## config.mk

```make
export PLATFORM = sky130hd
export DESIGN_NAME = pcm_ilv_bus
export DESIGN_NICKNAME = d
export VERILOG_FILES = /design/src/rtl/pcm_ilv_pkg.sv /design/src/rtl/pcm_ilv_cfg.sv /design/src/rtl/pcm_ilv_timer.sv /design/src/rtl/pcm_ilv_order.sv /design/src/rtl/pcm_ilv_ser.sv /design/src/rtl/pcm_ilv_bus.sv
export SDC_FILE = /design/constraint.sdc
export NUM_CORES = 1
export LEC_CHECK = 0
export ABC_CLOCK_PERIOD_IN_PS = 4200
export BUFFER_PORTS_ARGS = -buffer_cell sky130_fd_sc_hd__buf_2
export CAP_MARGIN = 0
export CORE_MARGIN = 8
export CORE_UTILIZATION = 50
export DETAILED_ROUTE_END_ITERATION = 10
export GPL_ROUTABILITY_DRIVEN = 0
export PLACE_DENSITY = 0.76
export SYNTH_ARGS = -nofsm -noshare
export SYNTH_HDL_FRONTEND = slang
export SYNTH_SLANG_ARGS = --single-unit
```

## constraint.sdc

```tcl
create_clock -name clk -period 4.2 [get_ports clk]
set_input_delay 0.21 -clock clk [delete_from_list [all_inputs] [get_ports clk]]
set_output_delay 0.21 -clock clk [all_outputs]
set_load 0.1 [all_outputs]
```

## src/rtl/pcm_ilv_pkg.sv

```systemverilog
package pcm_ilv_pkg;

    localparam int SLOTS_PER_FRAME = 32;
    localparam int BITS_PER_SLOT   = 8;
    localparam int MAX_SOURCES     = 4;
    localparam int SMALL_SOURCES   = MAX_SOURCES / 2;
    localparam int REG_W           = 8;
    localparam int CFG_W           = 4;

    localparam int SLOT_W  = $clog2(SLOTS_PER_FRAME);
    localparam int BIT_W   = $clog2(BITS_PER_SLOT);
    localparam int SRC_W   = $clog2(MAX_SOURCES);
    localparam int SMALL_W = $clog2(SMALL_SOURCES);
    localparam int CNT_W   = $clog2(MAX_SOURCES * SLOTS_PER_FRAME * BITS_PER_SLOT);
    localparam int BYTE_W  = CNT_W - BIT_W;

    localparam int FRAME_SMALL = SMALL_SOURCES * SLOTS_PER_FRAME * BITS_PER_SLOT;
    localparam int FRAME_LARGE = MAX_SOURCES * SLOTS_PER_FRAME * BITS_PER_SLOT;

    typedef enum logic [1:0] {
        ROLE_SLAVE     = 2'b00,
        ROLE_MASTER_X2 = 2'b01,
        ROLE_MASTER_X4 = 2'b10,
        ROLE_RESERVED  = 2'b11
    } role_e;

    typedef struct packed {
        logic  enable;
        logic  frame_mode;
        role_e role;
    } bus_cfg_t;

    typedef struct packed {
        logic [SRC_W-1:0]  src;
        logic [SLOT_W-1:0] slot;
        logic [BIT_W-1:0]  bitn;
    } bus_place_t;

    // Role code high bit sits in register bit 0, low bit in register bit 1.
    function automatic bus_cfg_t cfg_decode(input logic [CFG_W-1:0] raw);
        bus_cfg_t c;
        c.enable     = raw[3];
        c.frame_mode = raw[2];
        c.role       = role_e'({raw[0], raw[1]});
        return c;
    endfunction

    function automatic logic role_is_master(input role_e r);
        return (r == ROLE_MASTER_X2) || (r == ROLE_MASTER_X4);
    endfunction

endpackage

```

## src/rtl/pcm_ilv_cfg.sv

```systemverilog
module pcm_ilv_cfg
    import pcm_ilv_pkg::*;
(
    input  logic             clk,
    input  logic             rst,
    input  logic             wr,
    input  logic [REG_W-1:0] wdata,
    output logic [REG_W-1:0] rdata,
    output bus_cfg_t         cfg
);

    logic [CFG_W-1:0] raw_q;
    logic             unused_hi;

    always_ff @(posedge clk) begin
        if (rst) begin
            raw_q <= '0;
        end else if (wr) begin
            raw_q <= wdata[CFG_W-1:0];
        end
    end

    assign unused_hi = ^wdata[REG_W-1:CFG_W];
    assign rdata     = {{(REG_W-CFG_W){1'b0}}, raw_q};
    assign cfg       = cfg_decode(raw_q);

endmodule

```

## src/rtl/pcm_ilv_timer.sv

```systemverilog
module pcm_ilv_timer
    import pcm_ilv_pkg::*;
(
    input  logic             clk,
    input  logic             rst,
    input  bus_cfg_t         cfg,
    input  logic             quad_pin,
    input  logic             fs_in,
    output logic [CNT_W-1:0] pos_nxt,
    output logic             quad,
    output logic             aligned,
    output logic             fs_out
);

    localparam logic [CNT_W-1:0] LAST_SMALL = CNT_W'(FRAME_SMALL - 1);
    localparam logic [CNT_W-1:0] LAST_LARGE = CNT_W'(FRAME_LARGE - 1);
    localparam logic [CNT_W-1:0] AFTER_SYNC = CNT_W'(1);

    logic [CNT_W-1:0] pos_q;
    logic [CNT_W-1:0] last;
    logic             master;
    logic             resync;
    logic             locked_q;

    assign master = role_is_master(cfg.role);

    always_comb begin
        unique case (cfg.role)
            ROLE_MASTER_X4: quad = 1'b1;
            ROLE_MASTER_X2: quad = 1'b0;
            default:        quad = quad_pin;
        endcase
    end

    assign last   = quad ? LAST_LARGE : LAST_SMALL;
    assign resync = !master && fs_in;

    always_comb begin
        if (resync) begin
            pos_nxt = AFTER_SYNC;
        end else if (pos_q >= last) begin
            pos_nxt = '0;
        end else begin
            pos_nxt = pos_q + CNT_W'(1);
        end
    end

    always_ff @(posedge clk) begin
        if (rst) begin
            pos_q    <= '0;
            locked_q <= 1'b0;
            fs_out   <= 1'b0;
        end else begin
            pos_q    <= pos_nxt;
            fs_out   <= cfg.enable && master && (pos_nxt == '0);
            locked_q <= cfg.enable && (cfg.role == ROLE_SLAVE) && (locked_q || fs_in);
        end
    end

    assign aligned = master || locked_q || resync;

endmodule

```

## src/rtl/pcm_ilv_order.sv

```systemverilog
module pcm_ilv_order
    import pcm_ilv_pkg::*;
(
    input  logic [CNT_W-1:0] pos,
    input  logic             quad,
    input  logic             frame_mode,
    output bus_place_t       place
);

    logic [BYTE_W-1:0] byte_idx;

    assign byte_idx = pos[CNT_W-1:BIT_W];

    always_comb begin
        place.bitn = pos[BIT_W-1:0];
        if (frame_mode) begin
            place.src  = byte_idx[SLOT_W +: SRC_W];
            place.slot = byte_idx[SLOT_W-1:0];
        end else if (quad) begin
            place.src  = byte_idx[SRC_W-1:0];
            place.slot = byte_idx[SRC_W +: SLOT_W];
        end else begin
            place.src  = SRC_W'(byte_idx[SMALL_W-1:0]);
            place.slot = byte_idx[SMALL_W +: SLOT_W];
        end
    end

endmodule

```

## src/rtl/pcm_ilv_ser.sv

```systemverilog
module pcm_ilv_ser
    import pcm_ilv_pkg::*;
(
    input  logic                     clk,
    input  logic                     rst,
    input  logic                     drive,
    input  logic [BIT_W-1:0]         bitn,
    input  logic [BITS_PER_SLOT-1:0] es_data,
    output logic                     dout,
    output logic                     oe
);

    logic [BITS_PER_SLOT-1:0] shift_q;

    always_ff @(posedge clk) begin
        if (rst) begin
            shift_q <= '0;
            dout    <= 1'b0;
            oe      <= 1'b0;
        end else begin
            oe <= drive;
            if (!drive) begin
                dout <= 1'b0;
            end else if (bitn == '0) begin
                dout    <= es_data[BITS_PER_SLOT-1];
                shift_q <= {es_data[BITS_PER_SLOT-2:0], 1'b0};
            end else begin
                dout    <= shift_q[BITS_PER_SLOT-1];
                shift_q <= {shift_q[BITS_PER_SLOT-2:0], 1'b0};
            end
        end
    end

endmodule

```

## src/rtl/pcm_ilv_bus.sv

```systemverilog
module pcm_ilv_bus
    import pcm_ilv_pkg::*;
(
    input  logic                     clk,
    input  logic                     rst,
    input  logic                     cfg_wr,
    input  logic [REG_W-1:0]         cfg_wdata,
    output logic [REG_W-1:0]         cfg_rdata,
    input  logic [SRC_W-1:0]         bus_pos,
    input  logic                     bus_quad,
    input  logic                     fs_in,
    output logic                     fs_out,
    output logic [SLOT_W-1:0]        es_slot,
    input  logic [BITS_PER_SLOT-1:0] es_data,
    output logic                     bus_dout,
    output logic                     bus_oe
);

    bus_cfg_t         cfg;
    logic [CNT_W-1:0] pos_nxt;
    logic             quad;
    logic             aligned;
    bus_place_t       place;
    logic             master;
    logic [SRC_W-1:0] my_src;
    logic             pos_ok;
    logic             drive;

    pcm_ilv_cfg u_cfg (
        .clk   (clk),
        .rst   (rst),
        .wr    (cfg_wr),
        .wdata (cfg_wdata),
        .rdata (cfg_rdata),
        .cfg   (cfg)
    );

    pcm_ilv_timer u_timer (
        .clk      (clk),
        .rst      (rst),
        .cfg      (cfg),
        .quad_pin (bus_quad),
        .fs_in    (fs_in),
        .pos_nxt  (pos_nxt),
        .quad     (quad),
        .aligned  (aligned),
        .fs_out   (fs_out)
    );

    pcm_ilv_order u_order (
        .pos        (pos_nxt),
        .quad       (quad),
        .frame_mode (cfg.frame_mode),
        .place      (place)
    );

    assign master = role_is_master(cfg.role);
    assign my_src = master ? '0 : bus_pos;

    always_comb begin
        if (master) begin
            pos_ok = 1'b1;
        end else if (quad) begin
            pos_ok = (bus_pos != '0);
        end else begin
            pos_ok = (bus_pos != '0) && (int'(bus_pos) < SMALL_SOURCES);
        end
    end

    assign drive = cfg.enable && (cfg.role != ROLE_RESERVED) && aligned
                   && pos_ok && (place.src == my_src);

    assign es_slot = place.slot;

    pcm_ilv_ser u_ser (
        .clk     (clk),
        .rst     (rst),
        .drive   (drive),
        .bitn    (place.bitn),
        .es_data (es_data),
        .dout    (bus_dout),
        .oe      (bus_oe)
    );

endmodule

```

==> results of run 1 <==
==> layer usage <==
| layer | vias to the layer above | track usage [%] | share of wire [%] | routed length [um] |
|---|---|---|---|---|
| li1 | 667 | - | - | - |
| met1 | 573 | 15.3 | 48 | 1490 |
| met2 | 27 | 21.4 | 47 | 1450 |
| met3 | 4 | 3.17 | 4.5 | 140 |
| met4 | 0 | 4.22 | 1.0 | 32 |
| met5 | - | 0 | 0 | 0 |
==> power by group <==
part           internal [mW]  switching [mW]  total, mW
clock network         0.0372          0.0691      0.106
registers              0.242         0.00651      0.249
logic                 0.0319          0.0703      0.102
total                  0.311           0.146      0.457
==> critical path, delay by kind of cell (launching register included) <==
family,cells,cell delay [ns]
and+or+nand+nor,1,0.27
AOI/OAI and AO/OA,2,0.59
muxes,2,0.65
buffers and inverters,2,0.51
DFF,1,0.41
adders and majority gates,2,0.80
==> metrics by stage <==
step                      total power, mW  area, sq um  hold WS [ns]
after floorplan                     0.340         1600         0.357
after global placement              0.356         1690         0.450
after detailed placement            0.356         1690         0.451
after CTS                           0.464         1710         0.112
after global routing                0.483         1710         0.119
final                               0.457         1710         0.124
==> Yosys cell counts, types with 5 or more instances <==
master,number,area (sq um)
nand2_1,10,37.5
nor2_1,16,60.1
inv_1,5,18.8
dfxtp_1,25,500
o21ai_0,8,40.0
ha_1,5,62.6
nor3_1,6,30.0
mux2_2,6,67.6
nand3_1,6,30.0
nor2b_1,12,75.1
mux2i_1,18,180
buf_4,10,75.1
==> cell type report <==
class	instances	area, sq um	share of cell area, %
Clock buffer	4	26.3	1.53
Sequential cell	25	500	29.2
Tap cell	44	55.1	3.21
Inverter	5	18.8	1.09
Timing Repair Buffer	30	150	8.76
Multi-Input combinational cell	137	963	56.2
==> kinds of logic (layout without fill, tap and decap cells) <==
family | after synthesis | in the layout | share of synthesized area [%]
adder cells (fa/ha/maj) | 5 | 5 | 3.93
AND/OR/NAND/NOR | 73 | 73 | 25.0
flip-flops | 25 | 25 | 31.4
other | 1 | 4 | 0.235
multiplexers | 25 | 25 | 16.4
AO/OA/AOI/OAI | 25 | 25 | 11.5
buffers and inverters | 23 | 39 | 8.80
XOR/XNOR | 5 | 5 | 2.75
==> worst max path at each step <==
stage	to	slack [ns]	depth (start not counted)
3_3_place_gp	u_ser.shift_q[2]$_SDFFE_PP0P_	0.55	9
4_1_cts	es_slot[0]	0.40	9
2_1_floorplan	u_ser.shift_q[2]$_SDFFE_PP0P_	0.26	9
3_5_place_dp	u_ser.shift_q[3]$_SDFFE_PP0P_	0.53	9
5_1_grt	es_slot[3]	0.17	10
6_report	es_slot[0]	0.43	9
==> sequential cells by signal, summed over array words and instances (netlist names) <==
register          count
u_cfg.raw_q           4
u_ser.shift_q         7
u_ser.oe              1
u_timer.fs_out        1
u_timer.locked_q      1
u_ser.dout            1
u_timer.pos_q        10
==> summary.txt, run 1 <==
Status
  • Status: complete, no violations

Clock tree
  • Root Buffer: clkbuf_4
  • Post-CTS resize count: 0
  • Worst-skew pair later-pin latency: roughly 0.32 ns
  • CTS tree: done
  • Clock transition at path regs: 0.12 ns
  • # hold bufs at CTS: 0
  • Max Buffers Root-to-Sink: 2
  • Clock sink total: 25
  • Post-CTS Setup Bufs: 0
  • CTS buffer count: 3
  • CTS H-tree lvls: 1

Timing
  • Rel. slew slack: 57.2%
  • Share of the clock period used by the worst path: 89.7%
  • F_max: 265 MHz
  • Post-Route Skew: 0.00676 ns
  • Setup violators final: 0
  • Slew at the pin with the worst max-slew slack: 0.642 ns
  • Hold Fails Final Rpt: 0
  • RSZ-0062 raised after global routing: false
  • Max Slew Vio Count: 0
  • Setup TNS: 0 ns
  • Crit path time final: about 3.8 ns
  • Setup slack after layout: between 0.4 and 0.5 ns

Synth
  • Syn_area_per_cell: 8.75 sq um
  • Ys flop type: dfxtp_1
  • Yosys reg bits: 25
  • Synthesized area: 0.00159 sq mm
  • Ys async rst share: 0%
  • Cells after Synth: between 150 and 200
  • EDFF count, synth: 0
  • Yosys cell types: 43
  • Seq/Total Area, Yosys: 31.4%
  • Synth Warn #: 0

Floorplan
  • Die H: 72.4 um
  • Core box area: 0.00305 sq mm
  • Initial core utilization: between 50 and 60%
  • Number of core rows: 20
  • Die area: 0.00525 sq mm
  • Width of the die: 72.4 um
  • I/O Pins: 39

Setup path
  • Critical path's slowest cell: mux2i_2
  • Startpoint types: flop
  • Max FO, Critical Path: 11
  • RR Startpoint: u_cfg.raw_q[0]$_SDFFE_PP0P_
  • Worst Setup SP: u_cfg.raw_q[0]$_SDFFE_PP0P_
  • Cells along the critical path: inv_1 -> ha_1 -> mux2i_2 -> ha_1 -> a311o_1 -> nor2_1 -> mux2i_1 -> o21ai_0 -> buf_2
  • Critical path data required time: around 4.0 ns
  • CP arrival: 3.56 ns
  • Slowest stage delay, CP: 0.55 ns
  • Element type at the critical path end: output port
  • Most Frequent Cell on Critical Path: ha_1
  • R2R Setup Slk: 0.52 ns
  • Setup CP Type: reg -> out
  • R2R depth: 9
  • R2r endpoint: u_ser.shift_q[5]$_SDFFE_PP0P_

Global route
  • Vias in the first global route: 1,232
  • Initial antenna violation count: 0
  • Total GRT Usage: 12.7%
  • Largest net degree at the start of global routing: 32
  • GRT overflow: 0
  • Global-route wire length before repair: 5.44 mm

Place
  • Post-DP HPWL: between 2 and 2.5 mm
  • Dpl cells: 241
  • Setup WS pre-CTS: 0.526 ns
  • Buffers on Ports: 30

Final layout
  • Final nets: 230
  • Most frequent cells in the layout: buf_2 (30), dfxtp_1 (25), mux2i_1 (18)
  • Layout area overhead: 7.62%
  • Commonest non-fill, non-tap cell in the layout: buf_2
  • Fin util: between 50% and 60%
  • Fillers: a little over 300
  • Fin cells: between 200 and 250
  • Layout cells sized above 1: between 20% and 30%
  • Ant. Diodes: 0

Pwr
  • VDD IR max: roughly 0.20 mV
  • Static Leak: 0.707 nW
  • PwrDens: approximately 270 mW/mm^2

Hold path
  • Hold Path Sink: u_cfg.raw_q[2]$_SDFFE_PP0P_
  • Worst hold stages: 3
  • Min-delay src: cfg_wdata[2]
  • Hold Crit Class: in -> reg

Detailed routing
  • Residual DRC: 0
  • Detailed Routing Iterations Pass 1: 4
  • Via count: 1,271
  • Drt initial violations: between 80 and 90
  • Routed length per instance: 12.7 um
  • Routed WL: roughly 3.1 mm
  • Antenna Nets Post-Route: 0
  • DR vias/cell: about 5.2

Flow run
  • Max Cap Viol: 0
(Power assumes the default switching activity.)
==> run 2, diff against run 1 <==
CORE_UTILIZATION = 25   (was 50)
PLACE_DENSITY = 0.44   (was 0.76)
==> run 2 against run 1 <==
  * Die area rose by 75%
  * Worst setup slack improved by 0.016 ns
  * Critical path depth did not move
  * Routed wire length rose by 18%
  * Fmax rose by 0.42%
  * Sequential power barely moved
  * Critical path type unchanged
==> summary.txt, run 2 (same netlist as run 1, synthesis figures left out) <==
Status
  • Status: complete, no violations

Timing
  • Slew at the pin with the worst max-slew slack: 0.678 ns (+0.0367 ns)
  • Rel. slew slack: 54.8% (-2.4 points)
  • Share of the clock period used by the worst path: 89.3% (-0.38 points)
  • Max Slew Vio Count: 0 (unchanged)
  • Hold Fails Final Rpt: 0 (unchanged)
  • RSZ-0062 raised after global routing: false
  • F_max: 267 MHz (+0.42%)
  • Setup TNS: 0 ns (unchanged)
  • Crit path time final: 3.75 ns (-0.0158 ns)
  • Setup slack after layout: 0.448 ns (+0.0158 ns)
  • Post-Route Skew: 0.00705 ns (+0.000289 ns)
  • Fin Hold WS: 0.160 ns (+0.0359 ns)
  • Setup violators final: 0 (unchanged)

Clock tree
  • CTS buffer count: 3 (unchanged)
  • Worst-skew pair later-pin latency: 0.28 ns (-0.04 ns)
  • Clock sink total: 25 (unchanged)
  • Post-CTS resize count: 0 (unchanged)
  • Root Buffer: clkbuf_8
  • # hold bufs at CTS: 0 (unchanged)
  • CTS H-tree lvls: 1 (unchanged)
  • Clock transition at path regs: 0.10 ns (-0.02 ns)
  • Max Buffers Root-to-Sink: 2 (unchanged)
  • Post-CTS Setup Bufs: 0 (unchanged)
  • CTS tree: done

Floorplan
  • Core box area: 0.00624 sq mm (+100%)
  • I/O Pins: 39 (unchanged)
  • Die area: 0.00918 sq mm (+75%)
  • Die H: 95.8 um (+32%)
  • Width of the die: 95.8 um (+32%)
  • Initial core utilization: 25.5% (-27 points)
  • Number of core rows: 29 (+45%)

Setup path
  • Startpoint types: flop
  • R2R depth: 9 (unchanged)
  • Max FO, Critical Path: 11 (unchanged)
  • R2R Setup Slk: 0.51 ns (about the same)
  • CP Buf/Inv Count: 2 (unchanged)
  • Most Frequent Cell on Critical Path: ha_1
  • Crit. path cell count: 9 (unchanged)
  • Element type at the critical path end: output port
  • Delay-heaviest family, CP: adder cells
  • Critical path data required time: 3.99 ns (about the same)
  • Critical path's slowest cell: mux2i_2
  • Slowest stage delay, CP: 0.53 ns (-0.02 ns)
  • Cells along the critical path: inv_1 -> ha_1 -> mux2i_2 -> ha_1 -> a311o_1 -> nor2_1 -> mux2i_1 -> o21ai_0 -> buf_2
  • Setup CP Type: reg -> out
  • CP arrival: 3.54 ns (-0.02 ns)

Detailed routing
  • Residual DRC: 0 (unchanged)
  • Routed length per instance: 13.3 um (+4.2%)
  • Detailed Routing Iterations Pass 1: 4 (unchanged)
  • DR vias/cell: 4.70 (-9.4%)
  • Drt initial violations: 35 (-60%)
  • Routed WL: 3.69 mm (+18%)
  • Via count: 1,306 (+2.8%)
  • Antenna Nets Post-Route: 0 (unchanged)

Final layout
  • Ant. Diodes: 0 (unchanged)
  • Number of flip-flops in the largest register: 10 (unchanged)
  • Layout cells sized above 1: 23.4% (+0.50 points)
  • Most frequent cells in the layout: buf_2 (30), dfxtp_1 (25), mux2i_1 (18)
  • Register with the most flip-flops: u_timer.pos_q
  • Final nets: 230 (unchanged)
  • Largest registers: u_timer.pos_q: 10 flops, u_ser.shift_q: 7 flops, u_cfg.raw_q: 4 flops
  • Fillers: 708 (+130%)
  • Layout area overhead: 11.7%
  • Fin util: 28.5% (-28 points)
  • Commonest non-fill, non-tap cell in the layout: buf_2

Place
  • Setup WS pre-CTS: 0.480 ns (-0.0460 ns)
  • Post-DP HPWL: 2.79 mm (+17%)
  • Buffers on Ports: 30 (unchanged)

Hold path
  • Worst hold stages: 3 (unchanged)
  • Hold Crit Class: in -> reg

Global route
  • Vias in the first global route: 1,317 (+6.9%)
  • Initial antenna violation count: 0 (unchanged)
  • Total GRT Usage: 8.41% (-4.3 points)
  • GRT overflow: 0 (unchanged)
  • Largest net degree at the start of global routing: 32 (unchanged)
  • Global-route wire length before repair: 6.18 mm (+14%)

Pwr
  • Static Leak: 0.718 nW (+1.6%)
  • PwrDens: 287 mW/mm^2 (+7.5%)
  • Pwr Total: 0.510 mW (+12%)
  • VDD IR max: 0.172 mV (-16%)

Flow run
  • Max Cap Viol: 0 (unchanged)
==> run 2: layout make-up <==
class / count / area [sq um] / area share [%]
inverters: 5 / 18.8 / 1.05
repair buffers: 30 / 150 / 8.44
clock buffers: 3 / 41.3 / 2.32
well taps: 77 / 96.3 / 5.41
flip-flops and latches: 25 / 500 / 28.1
multi-input cells: 137 / 963 / 54.1
clock inverters: 1 / 8.76 / 0.492
==> run 2: path summary, 6_finish.rpt <==
| check | startpoint | endpoint |
|---|---|---|
| worst max-delay path | u_cfg.raw_q[1]$_SDFFE_PP0P_ | es_slot[0] |
| worst min-delay path | cfg_wdata[3] | u_cfg.raw_q[3]$_SDFFE_PP0P_ |
| worst max register to register | u_cfg.raw_q[1]$_SDFFE_PP0P_ | u_ser.shift_q[3]$_SDFFE_PP0P_ |
| worst min register to register | u_ser.shift_q[1]$_SDFFE_PP0P_ | u_ser.shift_q[1]$_SDFFE_PP0P_ |
==> run 2: routing by layer <==
| layer | GRT usage, % | part of all wire [%] | vias up |
|---|---|---|---|
| met4 | 2.43 | 1.4 | 0 |
| met2 | 13.1 | 45 | 36 |
| met5 | 0 | 0 | - |
| met1 | 10.7 | 48 | 596 |
| met3 | 2.81 | 6.4 | 6 |
| li1 | - | - | 668 |
==> run 2: worst reg2reg max path: stages (launching register included) <==
cell and delay [ns]:
dfxtp_1 0.39, inv_1 0.08, ha_1 0.40, mux2i_2 0.53, ha_1 0.39, a311o_1 0.46, or3_1 0.44, and3_4 0.19
o2111ai_4 0.34, mux2_2 0.38
==> run 2: where the power goes <==
part | switching (mW) | leakage, nW | total, mW | internal, mW
sequential | 0.00680 | 0.203 | 0.249 | 0.242
combinational | 0.0718 | 0.489 | 0.104 | 0.0320
clock | 0.0876 | 0.0261 | 0.157 | 0.0697
total | 0.166 | 0.718 | 0.510 | 0.344
==> run 2: per-stage QoR <==
stage	instance area [sq um]	std cells
2_1_floorplan	1600	185
3_3_place_gp	1730	274
3_5_place_dp	1730	274
4_1_cts	1780	278
5_1_grt	1780	278
6_report	1780	278
==> run 3, diff against run 2 <==
ABC_CLOCK_PERIOD_IN_PS = 4100   (was 4200)
clock period = 4.1 ns   (was 4.2 ns; I/O delays follow)
==> run 3 against run 2 <==
  * Non-clock buffer count is the same
  * Global-route usage shrank 0.084 points
  * Register-to-register slack lost 0.18 ns
  * First-iteration DRC count is the same
  * Critical path depth is the same
  * Power grew 0.46%
  * Largest cell class unchanged
  * Utilization shrank 0.080 points
  * Flip-flop and latch count is the same
  * Final cell count is the same
  * Final area shrank 0.28%
  * Routed wire length grew 0.43%
==> summary.txt, run 3 (same netlist as run 1, synthesis figures left out) <==
Timing
  • Crit path time final: 3.77 ns
  • Fin Hold WS: 0.162 ns (+0.00210 ns)
  • Share of the clock period used by the worst path: around 92%
  • F_max: 265 MHz
  • Max Slew Vio Count: 0 (unchanged)
  • Setup violators final: 0 (unchanged)
  • Setup slack after layout: 0.332 ns (-0.117 ns)
  • Setup TNS: 0 ns (unchanged)
  • RSZ-0062 raised after global routing: false
  • Hold Fails Final Rpt: 0 (unchanged)
  • Post-Route Skew: 0.00858 ns (+0.00153 ns)
  • Slew at the pin with the worst max-slew slack: 0.628 ns (-0.0508 ns)
  • Rel. slew slack: 58.2% (+3.4 points)

Detailed routing
  • Drt initial violations: 35 (unchanged)
  • Detailed Routing Iterations Pass 1: 4 (unchanged)
  • Routed length per instance: 13.3 um (+0.43%)
  • Antenna Nets Post-Route: 0 (unchanged)
  • DR vias/cell: 4.72 (+0.38%)
  • Routed WL: 3.71 mm (+0.43%)
  • Residual DRC: 0 (unchanged)
  • Via count: 1,311 (+0.38%)

Final layout
  • Largest registers: u_timer.pos_q: 10 flops, u_ser.shift_q: 7 flops, u_cfg.raw_q: 4 flops
  • Final nets: 230 (unchanged)
  • Fillers: 712 (+0.56%)
  • Register area: 500 sq um (unchanged)
  • Fin cells: 278 (unchanged)
  • Layout cells sized above 1: 22.9% (-0.50 points)
  • Fin util: 28.4% (-0.080 points)
  • Fin area: 0.00177 sq mm (-0.28%)
  • Multi-input logic area: 963 sq um (unchanged)
  • Number of flip-flops in the largest register: 10 (unchanged)
  • Layout area overhead: 11.4%
  • Ant. Diodes: 0 (unchanged)
  • Commonest non-fill, non-tap cell in the layout: buf_2
  • Register with the most flip-flops: u_timer.pos_q
  • Most frequent cells in the layout: buf_2 (30), dfxtp_1 (25), mux2i_1 (18)

Clock tree
  • CTS tree: done
  • Clock sink total: 25 (unchanged)
  • # hold bufs at CTS: 0 (unchanged)
  • Post-CTS Setup Bufs: 0 (unchanged)
  • Worst-skew pair later-pin latency: 0.27 ns (about the same)
  • Post-CTS resize count: 0 (unchanged)
  • CTS H-tree lvls: 1 (unchanged)
  • Clock transition at path regs: 0.10 ns (about the same)
  • Max Buffers Root-to-Sink: 2 (unchanged)
  • CTS buffer count: 3 (unchanged)
  • Root Buffer: clkbuf_8

Setup path
  • Element type at the critical path end: flop
  • Critical path data required time: 4.26 ns (+0.27 ns)
  • Critical path's slowest cell: mux2i_2
  • Startpoint types: flop
  • CP arrival: 3.93 ns (+0.39 ns)
  • Delay-heaviest family, CP: multiplexers
  • R2r endpoint: u_ser.shift_q[3]$_SDFFE_PP0P_
  • Slowest stage delay, CP: 0.56 ns (+0.03 ns)
  • Crit. path cell count: 9 (unchanged)
  • Most Frequent Cell on Critical Path: ha_1
  • Setup CP Type: reg -> reg
  • CP Buf/Inv Count: 1 (-1)
  • RR Startpoint: u_cfg.raw_q[0]$_SDFFE_PP0P_
  • R2R Setup Slk: 0.33 ns (-0.18 ns)
  • Cells along the critical path: inv_1 -> ha_1 -> mux2i_2 -> ha_1 -> a311o_1 -> or3_1 -> and3_4 -> o2111ai_4 -> mux2_2
  • R2R depth: 9 (unchanged)
  • Max FO, Critical Path: 11 (unchanged)
  • Worst Setup EP: u_ser.shift_q[3]$_SDFFE_PP0P_
  • Worst Setup SP: u_cfg.raw_q[0]$_SDFFE_PP0P_

Floorplan
  • Core box area: 0.00624 sq mm (unchanged)
  • Die area: 0.00918 sq mm (unchanged)
  • Width of the die: 95.8 um (unchanged)
  • Die H: 95.8 um (unchanged)
  • I/O Pins: 39 (unchanged)
  • Initial core utilization: 25.5% (unchanged)
  • Number of core rows: 29 (unchanged)

Global route
  • Initial antenna violation count: 0 (unchanged)
  • GRT overflow: 0 (unchanged)
  • Largest net degree at the start of global routing: 32 (unchanged)
  • Vias in the first global route: 1,344 (+2.1%)
  • Total GRT Usage: 8.33% (-0.084 points)
  • Global-route wire length before repair: 6.25 mm (+1.2%)

Place
  • Post-DP Area: 0.00173 sq mm (unchanged)
  • Buffers on Ports: 30 (unchanged)
  • Post-DP HPWL: 2.78 mm (-0.37%)
  • Dpl cells: 274 (unchanged)
  • Setup WS pre-CTS: 0.344 ns (-0.136 ns)

Pwr
  • Static Leak: 0.715 nW (-0.47%)
  • VDD IR max: 0.121 mV (-30%)
  • PwrDens: 289 mW/mm^2 (+0.74%)
  • Pwr Total: 0.512 mW (+0.46%)

Hold path
  • Hold Crit Class: in -> reg

Flow run
  • Max Cap Viol: 0 (unchanged)

Status
  • Status: complete, no violations
[run 3: how the worst min path moves through the flow]
stage	from	to	slack, ns	depth (start not counted)
2_1_floorplan	cfg_wdata[0]	u_cfg.raw_q[0]$_SDFFE_PP0P_	0.35	2
4_1_cts	cfg_wdata[1]	u_cfg.raw_q[1]$_SDFFE_PP0P_	0.16	3
3_5_place_dp	cfg_wdata[3]	u_cfg.raw_q[3]$_SDFFE_PP0P_	0.45	3
6_report	cfg_wdata[3]	u_cfg.raw_q[3]$_SDFFE_PP0P_	0.16	3
3_3_place_gp	cfg_wdata[3]	u_cfg.raw_q[3]$_SDFFE_PP0P_	0.44	3
5_1_grt	cfg_wdata[1]	u_cfg.raw_q[1]$_SDFFE_PP0P_	0.16	3
[run 3: layer usage]
layer / wire length [um] / GRT usage (%) / part of all wire, % / vias to the layer above
li1: - / - / - / 667
met1: 1880 / 11.2 / 51 / 604
met2: 1600 / 12.7 / 43 / 36
met3: 193 / 2.11 / 5.2 / 4
met4: 40 / 2.69 / 1.1 / 0
met5: 0 / 0 / 0 / -
[run 3: where the power goes]
part / switching [mW] / internal (mW)
Combinational: 0.0736 / 0.0328
Sequential: 0.00669 / 0.248
Clock: 0.0818 / 0.0696
Total: 0.162 / 0.350
[run 3: worst reg2reg max path, cell delays in order, from the launching register on]
cell	delay, ns
dfxtp_1	0.40
inv_1	0.06
ha_1	0.41
mux2i_2	0.56
ha_1	0.40
a311o_1	0.46
or3_1	0.44
and3_4	0.19
o2111ai_4	0.35
mux2_2	0.39
[run 3: final cells by class]
| class | instances | share of cell area (%) |
|---|---|---|
| clock buffer | 4 | 2.54 |
| sequential | 25 | 28.2 |
| timing repair buffer | 30 | 8.46 |
| multi-input combinational | 137 | 54.3 |
| inverter | 5 | 1.06 |
| tap | 77 | 5.43 |
